File: config.mk
export PLATFORM = sky130hd
export DESIGN_NAME = halt_wake_ctrl
export DESIGN_NICKNAME = d
export VERILOG_FILES = /design/src/rtl/hwc_pkg.sv /design/src/rtl/hwc_wake_detect.sv /design/src/rtl/hwc_reset_sync.sv /design/src/rtl/hwc_halt_fsm.sv /design/src/rtl/halt_wake_ctrl.sv
export SDC_FILE = /design/constraint.sdc
export NUM_CORES = 1
export LEC_CHECK = 0
export BUFFER_PORTS_ARGS = -buffer_cell sky130_fd_sc_hd__buf_4
export CAP_MARGIN = 20
export CORE_AREA = 5 5 42 44
export CTS_CLUSTER_DIAMETER = 80
export CTS_CLUSTER_SIZE = 24
export DETAILED_ROUTE_END_ITERATION = 16
export DIE_AREA = 0 0 47 49
export GPL_ROUTABILITY_DRIVEN = 0
export GPL_TIMING_DRIVEN = 0
export PLACE_DENSITY_LB_ADDON = 0.1
export SETUP_SLACK_MARGIN = 0.2
export SLEW_MARGIN = 10
export SYNTH_ARGS = -nofsm -noshare
export SYNTH_HDL_FRONTEND = slang
export SYNTH_SLANG_ARGS = --single-unit
export TNS_END_PERCENT = 1
File: constraint.sdc
create_clock -name clk -period 2.5 [get_ports clk]
set_clock_uncertainty 0.2 [all_clocks]
set_input_delay 0.375 -clock clk [delete_from_list [all_inputs] [get_ports clk]]
set_output_delay 0.375 -clock clk [all_outputs]
set_load 0.01 [all_outputs]
File: src/rtl/hwc_pkg.sv
// Shared types for the halt and wake controller.
package hwc_pkg;

    // Sequencer states: running, halted, waiting for the post-wake instruction.
    typedef enum logic [1:0] {
        HW_RUN  = 2'd0,
        HW_HALT = 2'd1,
        HW_STEP = 2'd2
    } hw_state_e;

endpackage

File: src/rtl/hwc_wake_detect.sv
// Wake detector: reports that at least one source has both its request
// and its individual enable set. Assumes request inputs are already
// synchronous levels. The master enable is deliberately not an input.
module hwc_wake_detect #(
    parameter int NUM_SRC = 8
) (
    input  logic [NUM_SRC-1:0] irq_req,
    input  logic [NUM_SRC-1:0] irq_en,
    output logic               wake
);

    logic [NUM_SRC-1:0] gated;

    // Per-source qualification of each request by its own enable bit.
    for (genvar g = 0; g < NUM_SRC; g++) begin : g_src
        assign gated[g] = irq_req[g] & irq_en[g];
    end

    // Any qualified source wakes the core.
    always_comb wake = |gated;

endmodule

File: src/rtl/hwc_reset_sync.sv
// Reset-request synchroniser: passes the external pin through STAGES
// flops. Assumes STAGES >= 1. Cleared by the synchronous block reset.
module hwc_reset_sync #(
    parameter int STAGES = 2
) (
    input  logic clk,
    input  logic rst_n,
    input  logic pin,
    output logic sync_out
);

    logic [STAGES-1:0] chain;

    // First stage samples the raw pin.
    always_ff @(posedge clk) begin
        if (!rst_n) chain[0] <= 1'b0;
        else        chain[0] <= pin;
    end

    // Remaining stages shift the sample along.
    for (genvar s = 1; s < STAGES; s++) begin : g_stage
        always_ff @(posedge clk) begin
            if (!rst_n) chain[s] <= 1'b0;
            else        chain[s] <= chain[s-1];
        end
    end

    assign sync_out = chain[STAGES-1];

endmodule

File: src/rtl/hwc_halt_fsm.sv
// Halt sequencer: enters halt on a HALT pulse, leaves it on a wake
// indication, lets one instruction retire, and then issues the accept
// strobe if the master enable allows it. The external pin clears
// everything asynchronously and overrides the synchronous reset.
module hwc_halt_fsm
    import hwc_pkg::*;
(
    input  logic clk,
    input  logic rst_n,
    input  logic reset_pin,
    input  logic halt_req,
    input  logic wake,
    input  logic instr_done,
    input  logic master_ie,
    output logic halt_flag,
    output logic int_accept
);

    hw_state_e state_q, state_d;
    logic      accept_d;

    // Next-state and strobe decode.
    always_comb begin
        state_d  = state_q;
        accept_d = 1'b0;
        unique case (state_q)
            HW_RUN:  if (halt_req) state_d = HW_HALT;
            HW_HALT: if (wake)     state_d = HW_STEP;
            HW_STEP: if (instr_done) begin
                state_d  = HW_RUN;
                accept_d = master_ie;
            end
            default: state_d = HW_RUN;
        endcase
    end

    // State and strobe registers; pin clears asynchronously.
    always_ff @(posedge clk or posedge reset_pin) begin
        if (reset_pin) begin
            state_q    <= HW_RUN;
            int_accept <= 1'b0;
        end else if (!rst_n) begin
            state_q    <= HW_RUN;
            int_accept <= 1'b0;
        end else begin
            state_q    <= state_d;
            int_accept <= accept_d;
        end
    end

    assign halt_flag = (state_q == HW_HALT);

endmodule

File: src/rtl/halt_wake_ctrl.sv
// Top of the halt and wake controller. Assumes halt_req and instr_done
// are single-cycle pulses from the core and that irq_req is synchronous.
module halt_wake_ctrl #(
    parameter int NUM_SRC     = 8,
    parameter int SYNC_STAGES = 2
) (
    input  logic               clk,
    input  logic               rst_n,
    input  logic               reset_pin,
    input  logic               halt_req,
    input  logic [NUM_SRC-1:0] irq_req,
    input  logic [NUM_SRC-1:0] irq_en,
    input  logic               master_ie,
    input  logic               instr_done,
    output logic               halt_flag,
    output logic               fetch_stall,
    output logic               int_accept,
    output logic               sys_reset_req
);

    logic wake;

    hwc_wake_detect #(.NUM_SRC(NUM_SRC)) i_wake (
        .irq_req (irq_req),
        .irq_en  (irq_en),
        .wake    (wake)
    );

    hwc_halt_fsm i_fsm (
        .clk        (clk),
        .rst_n      (rst_n),
        .reset_pin  (reset_pin),
        .halt_req   (halt_req),
        .wake       (wake),
        .instr_done (instr_done),
        .master_ie  (master_ie),
        .halt_flag  (halt_flag),
        .int_accept (int_accept)
    );

    hwc_reset_sync #(.STAGES(SYNC_STAGES)) i_rsync (
        .clk      (clk),
        .rst_n    (rst_n),
        .pin      (reset_pin),
        .sync_out (sys_reset_req)
    );

    // Fetch is held off for as long as the halt flag is set.
    assign fetch_stall = halt_flag;

endmodule

# ---- After elaboration in Yosys (flattened, before gate mapping)
# Cells that the tools add are included.
dict set report totals {
  regBits 5
}
dict set report classes {
  eq_ne 5
  n_mux 8
  bitwise_logic 8
  reduce_logical 3
}
# op n
set op_table {}
lappend op_table {{$and A1 B1 Y1} 8}
lappend op_table {{$mux W2} 4}
lappend op_table {{$reduce_or A8 Y1} 1}
lappend op_table {{$ne A3 B3 Y1 const B} 2}
lappend op_table {{$pmux W2 S3} 1}
lappend op_table {{$mux W1} 3}
lappend op_table {{$ne A3 B2 Y1 const B} 1}
lappend op_table {{$reduce_and A3 Y1} 1}
lappend op_table {{$eq A2 B1 Y1 const B} 1}
lappend op_table {{$eq A2 B2 Y1 const B} 1}
lappend op_table {{$logic_not A2 Y1} 1}

# ---- Longest topological paths before layout
dict set report logic_depth {
  word_depth 5
  mapped_depth 3
}

# ---- By module
# Synthesis repeated with hierarchy kept, for this count alone.
dict set report unflattened {
  hier_cells 24
  area_unflattened_um2 240.2
}
# mod seq_area_each_um2 area_per_inst_um2 cells_per_inst instances
set modules_own_cells {}
lappend modules_own_cells {hwc_halt_fsm 75.1 143.9 14 1}
lappend modules_own_cells {hwc_reset_sync 40.0 52.6 4 1}
lappend modules_own_cells {hwc_wake_detect 0.0 36.3 5 1}
lappend modules_own_cells {halt_wake_ctrl 0.0 7.5 1 1}

# ---- Worst setup path before layout
# OpenSTA, ideal clock, no wires.
dict set report synth_timing {
  kind {register to output}
  start {register i_fsm.state_q[1]}
  end {output halt_flag}
  n_path_buf 1
  required_ns 1.925
  arrival_time_ns 0.730
  setup_slack_ns 1.195
  path_stages_with_launch 3
  path_cell_list {dfrtp_1 -> nor2b_2 -> buf_4}
}
dict set report synth_between {
  elab_chain_cells 1
}
# element line_no
set synth_lines {}
lappend synth_lines {{from (decl)} hwc_halt_fsm.sv:19} ;# hw_state_e state_q, state_d;
lappend synth_lines {{from (signal assigned)} hwc_halt_fsm.sv:46} ;# state_q <= state_d;
lappend synth_lines {{$eq A2 B1 Y1} hwc_halt_fsm.sv:51} ;# assign halt_flag = (state_q == HW_HALT);
lappend synth_lines {{to (decl)} halt_wake_ctrl.sv:15} ;# output logic halt_flag,
# Every way passes these cells.

# ---- Final worst setup path
# Ends and elaborated chain as after synthesis.

==> qor.csv <==
stage;metric;value;unit
synthesis;Synth area leaders;dfrtp_1 30%, dfxtp_1 16%, a22oi_2 15%;
global_routing;met3 Track Usage GR;0.0443;
detailed_routing;drt via density;4.19;
placed_design;dpl ws;1.07;ns
timing;Setup WS post-layout;0.867;ns
global_routing;initial antenna violation count;0;
floorplan;die area;2300;µm²
clock_network;CTS tree;done;
clock_network;post-cts resize count;0;
placed_design;detailed-placement wirelength estimate;747;µm
synthesis;post-synthesis cell count;22;
synthesis;Synth top area share;0.302;
worst_hold_path;worst hold path class;input pin to register;
worst_setup_path;crit path kind;register to output port;
clock_network;clk buf depth;2;
detailed_routing;Routed WL per cell;12.6;µm
worst_setup_path;Critical Path AT;1.06;ns
floorplan;Die Width;47;µm
timing;total negative setup slack;0;ns
final_layout;register area;115;µm²
synthesis;post-synthesis cell type count;15;
global_routing;vias in the first global route;284;
global_routing;M1 GR Usage;0.0571;
global_routing;busiest grt layer;met2;
worst_setup_path;reg2reg path depth;2;
clock_network;clock transition at the registers of the reported paths;0.05;ns
floorplan;standard-cell row count;14;
final_layout;n_diodes;0;
worst_setup_path;Critical Path End Type;output port;
worst_setup_path;CP Data Required Time;1.92;ns
global_routing;total global-route track usage;0.0690;
clock_network;CTS H-tree lvls;1;
final_layout;Area growth syn-to-layout;98.0;%
clock_network;total CTS buffers;3;
worst_setup_path;CP delay by family, top;flip-flops;
pwr;maximum vdd drop;0.146;mV
placed_design;# port buffers;25;
synthesis;Netlist Area Pre-Place;249;µm²
floorplan;IO Pins;26;
timing;final hold vios;0;
synthesis;average size of a mapped cell;11.3;µm²
global_routing;Overflow after GRT;0;
timing;Min Hold Slack;0.172;ns
timing;Worst slew margin;0.883;
synthesis;synthesized flop and latch total;5;
detailed_routing;remaining antenna violation count;0;
clock_network;root buffer cell;clkbuf_4;
pwr;leakage power;0.261;nW
worst_setup_path;CP Launch Type;register;
detailed_routing;WL final;857;µm
timing;Tmin final;1.63;ns
synthesis;syn nets;44;
global_routing;largest net degree at the start of global routing;7;
timing;# setup viols final;0;
worst_setup_path;CP dominant cell by count;buf_4;
timing;RSZ-0062 raised after global routing;false;
floorplan;CORE AREA;1400;µm²
pwr;Pwr Density;472;nW/µm²
worst_setup_path;CP peak stage delay;0.39;ns
worst_setup_path;slowest library cell on the worst path;dfrtp_1;
flow_run;max-cap violations;0;
final_layout;share of cells above drive strength 1;0.654;
detailed_routing;first drt pass iteration count;2;
worst_setup_path;Buf/Inv on CP;2;
clock_network;Worst-Skew Late Latency;0.24;ns
detailed_routing;via count;285;
clock_network;clk sinks;5;
global_routing;met2 Use GR;0.115;
final_layout;fill count;160;
worst_hold_path;Worst Hold Path Cells;2;
worst_setup_path;CP Max Fanout;4;
synthesis;synth warn;0;
detailed_routing;drc violations;0;
floorplan;Die Ht;49;µm
timing;fin. max-slew vios;0;
worst_setup_path;CP Cell Sequence;nor2b_2, buf_4, buf_4;
floorplan;Starting Density;0.178;
run_status;status;complete, no violations;
global_routing;first-pass GRT wire length;1110;µm
detailed_routing;DR iter-0 viols;2;
synthesis;top cell type by total area after synthesis;dfrtp_1;
final_layout;area of the multi-input gates;119;µm²
timing;post-route clock period utilization;0.653;
final_layout;Nets;75;
timing;Worst Tran Pin Value;0.174;ns
worst_setup_path;Worst path depth;3;
timing;FMAX;612;MHz
synthesis;register area share after synthesis;0.462;
final timing paths:
| kind | startpoint | endpoint | slack (ns) |
|---|---|---|---|
| worst max register to register | i_fsm.state_q[0] | i_fsm.state_q[1] | 1.37 |
| max in group asynchronous | reset_pin | i_fsm.state_q[0] | 1.58 |
| worst min-delay path | master_ie | i_fsm.int_accept | 0.17 |
| worst max-delay path | i_fsm.state_q[1] | halt_flag | 0.87 |
| min in group asynchronous | reset_pin | i_fsm.int_accept | 0.37 |
| worst min register to register | i_rsync.chain[0] | i_rsync.sync_out | 0.23 |
state kept, by name, summed over array words and instances (netlist names):
signal,cells
i_fsm.int_accept,1
i_rsync.sync_out,1
i_rsync.chain,1
i_fsm.state_q,2
per-layer routing:
metal  vias up  wire length [µm]
li1        141                 -
met1       124               270
met2        20               419
met3         0               166
met4         0                 0
met5         -                 0
report_power, final:
part / internal [W] / switching, W
Clock: 0.0000603 / 0.0000326
Sequential: 0.0000846 / 0.00000192
Combinational: 0.0000361 / 0.0000169
synth_stat cells:
| cell | number |
|---|---|
| nor2b_2 | 1 |
| a32o_2 | 1 |
| nand2_1 | 1 |
| and3_1 | 1 |
| a22oi_1 | 1 |
| nand4bb_1 | 1 |
| buf_4 | 1 |
| and2_1 | 2 |
| inv_1 | 2 |
| a22oi_2 | 3 |
| dfxtp_1 | 2 |
| o21ai_0 | 1 |
| and3b_1 | 1 |
| dfrtp_1 | 3 |
| nand4_1 | 1 |
layout by cell type, fill, tap and decap left out, types with 2 or more instances in the layout:
cell      synthesis  layout
buf_4             1      26
a22oi_2           3       3
clkbuf_4          0       3
dfrtp_1           3       3
and2_1            2       2
inv_1             2       2
dfxtp_1           2       2
per-stage QoR:
stage | instances | power, W | utilization | instance area (µm²)
4_1_cts | 68 | 0.000237 | 0.352 | 493
3_3_place_gp | 63 | 0.000138 | 0.326 | 457
5_1_grt | 68 | 0.000244 | 0.352 | 493
2_1_floorplan | 22 | 0.000104 | - | 249
6_report | 68 | 0.000233 | 0.352 | 493
3_5_place_dp | 63 | 0.000140 | 0.326 | 457
timing repair:
item / CTS / global route
hold buffers: 1 / 0
buffers inserted: 0 / 0
endpoints found under the hold margin: 3 / 0
layout make-up:
| type | instances | area share |
|---|---|---|
| Timing Repair Buffer | 26 | 0.401 |
| Multi-Input combinational cell | 14 | 0.241 |
| Sequential cell | 5 | 0.234 |
| Clock buffer | 4 | 0.0533 |
| Tap cell | 16 | 0.0406 |
| Buffer | 1 | 0.0152 |
| Inverter | 2 | 0.0152 |
cells by family after synthesis:
group	share of synthesized area
flip-flops	0.462
AND/OR/NAND/NOR	0.231
buffers and inverters	0.0603
AO/OA/AOI/OAI	0.246
(Power assumes the default switching activity.)
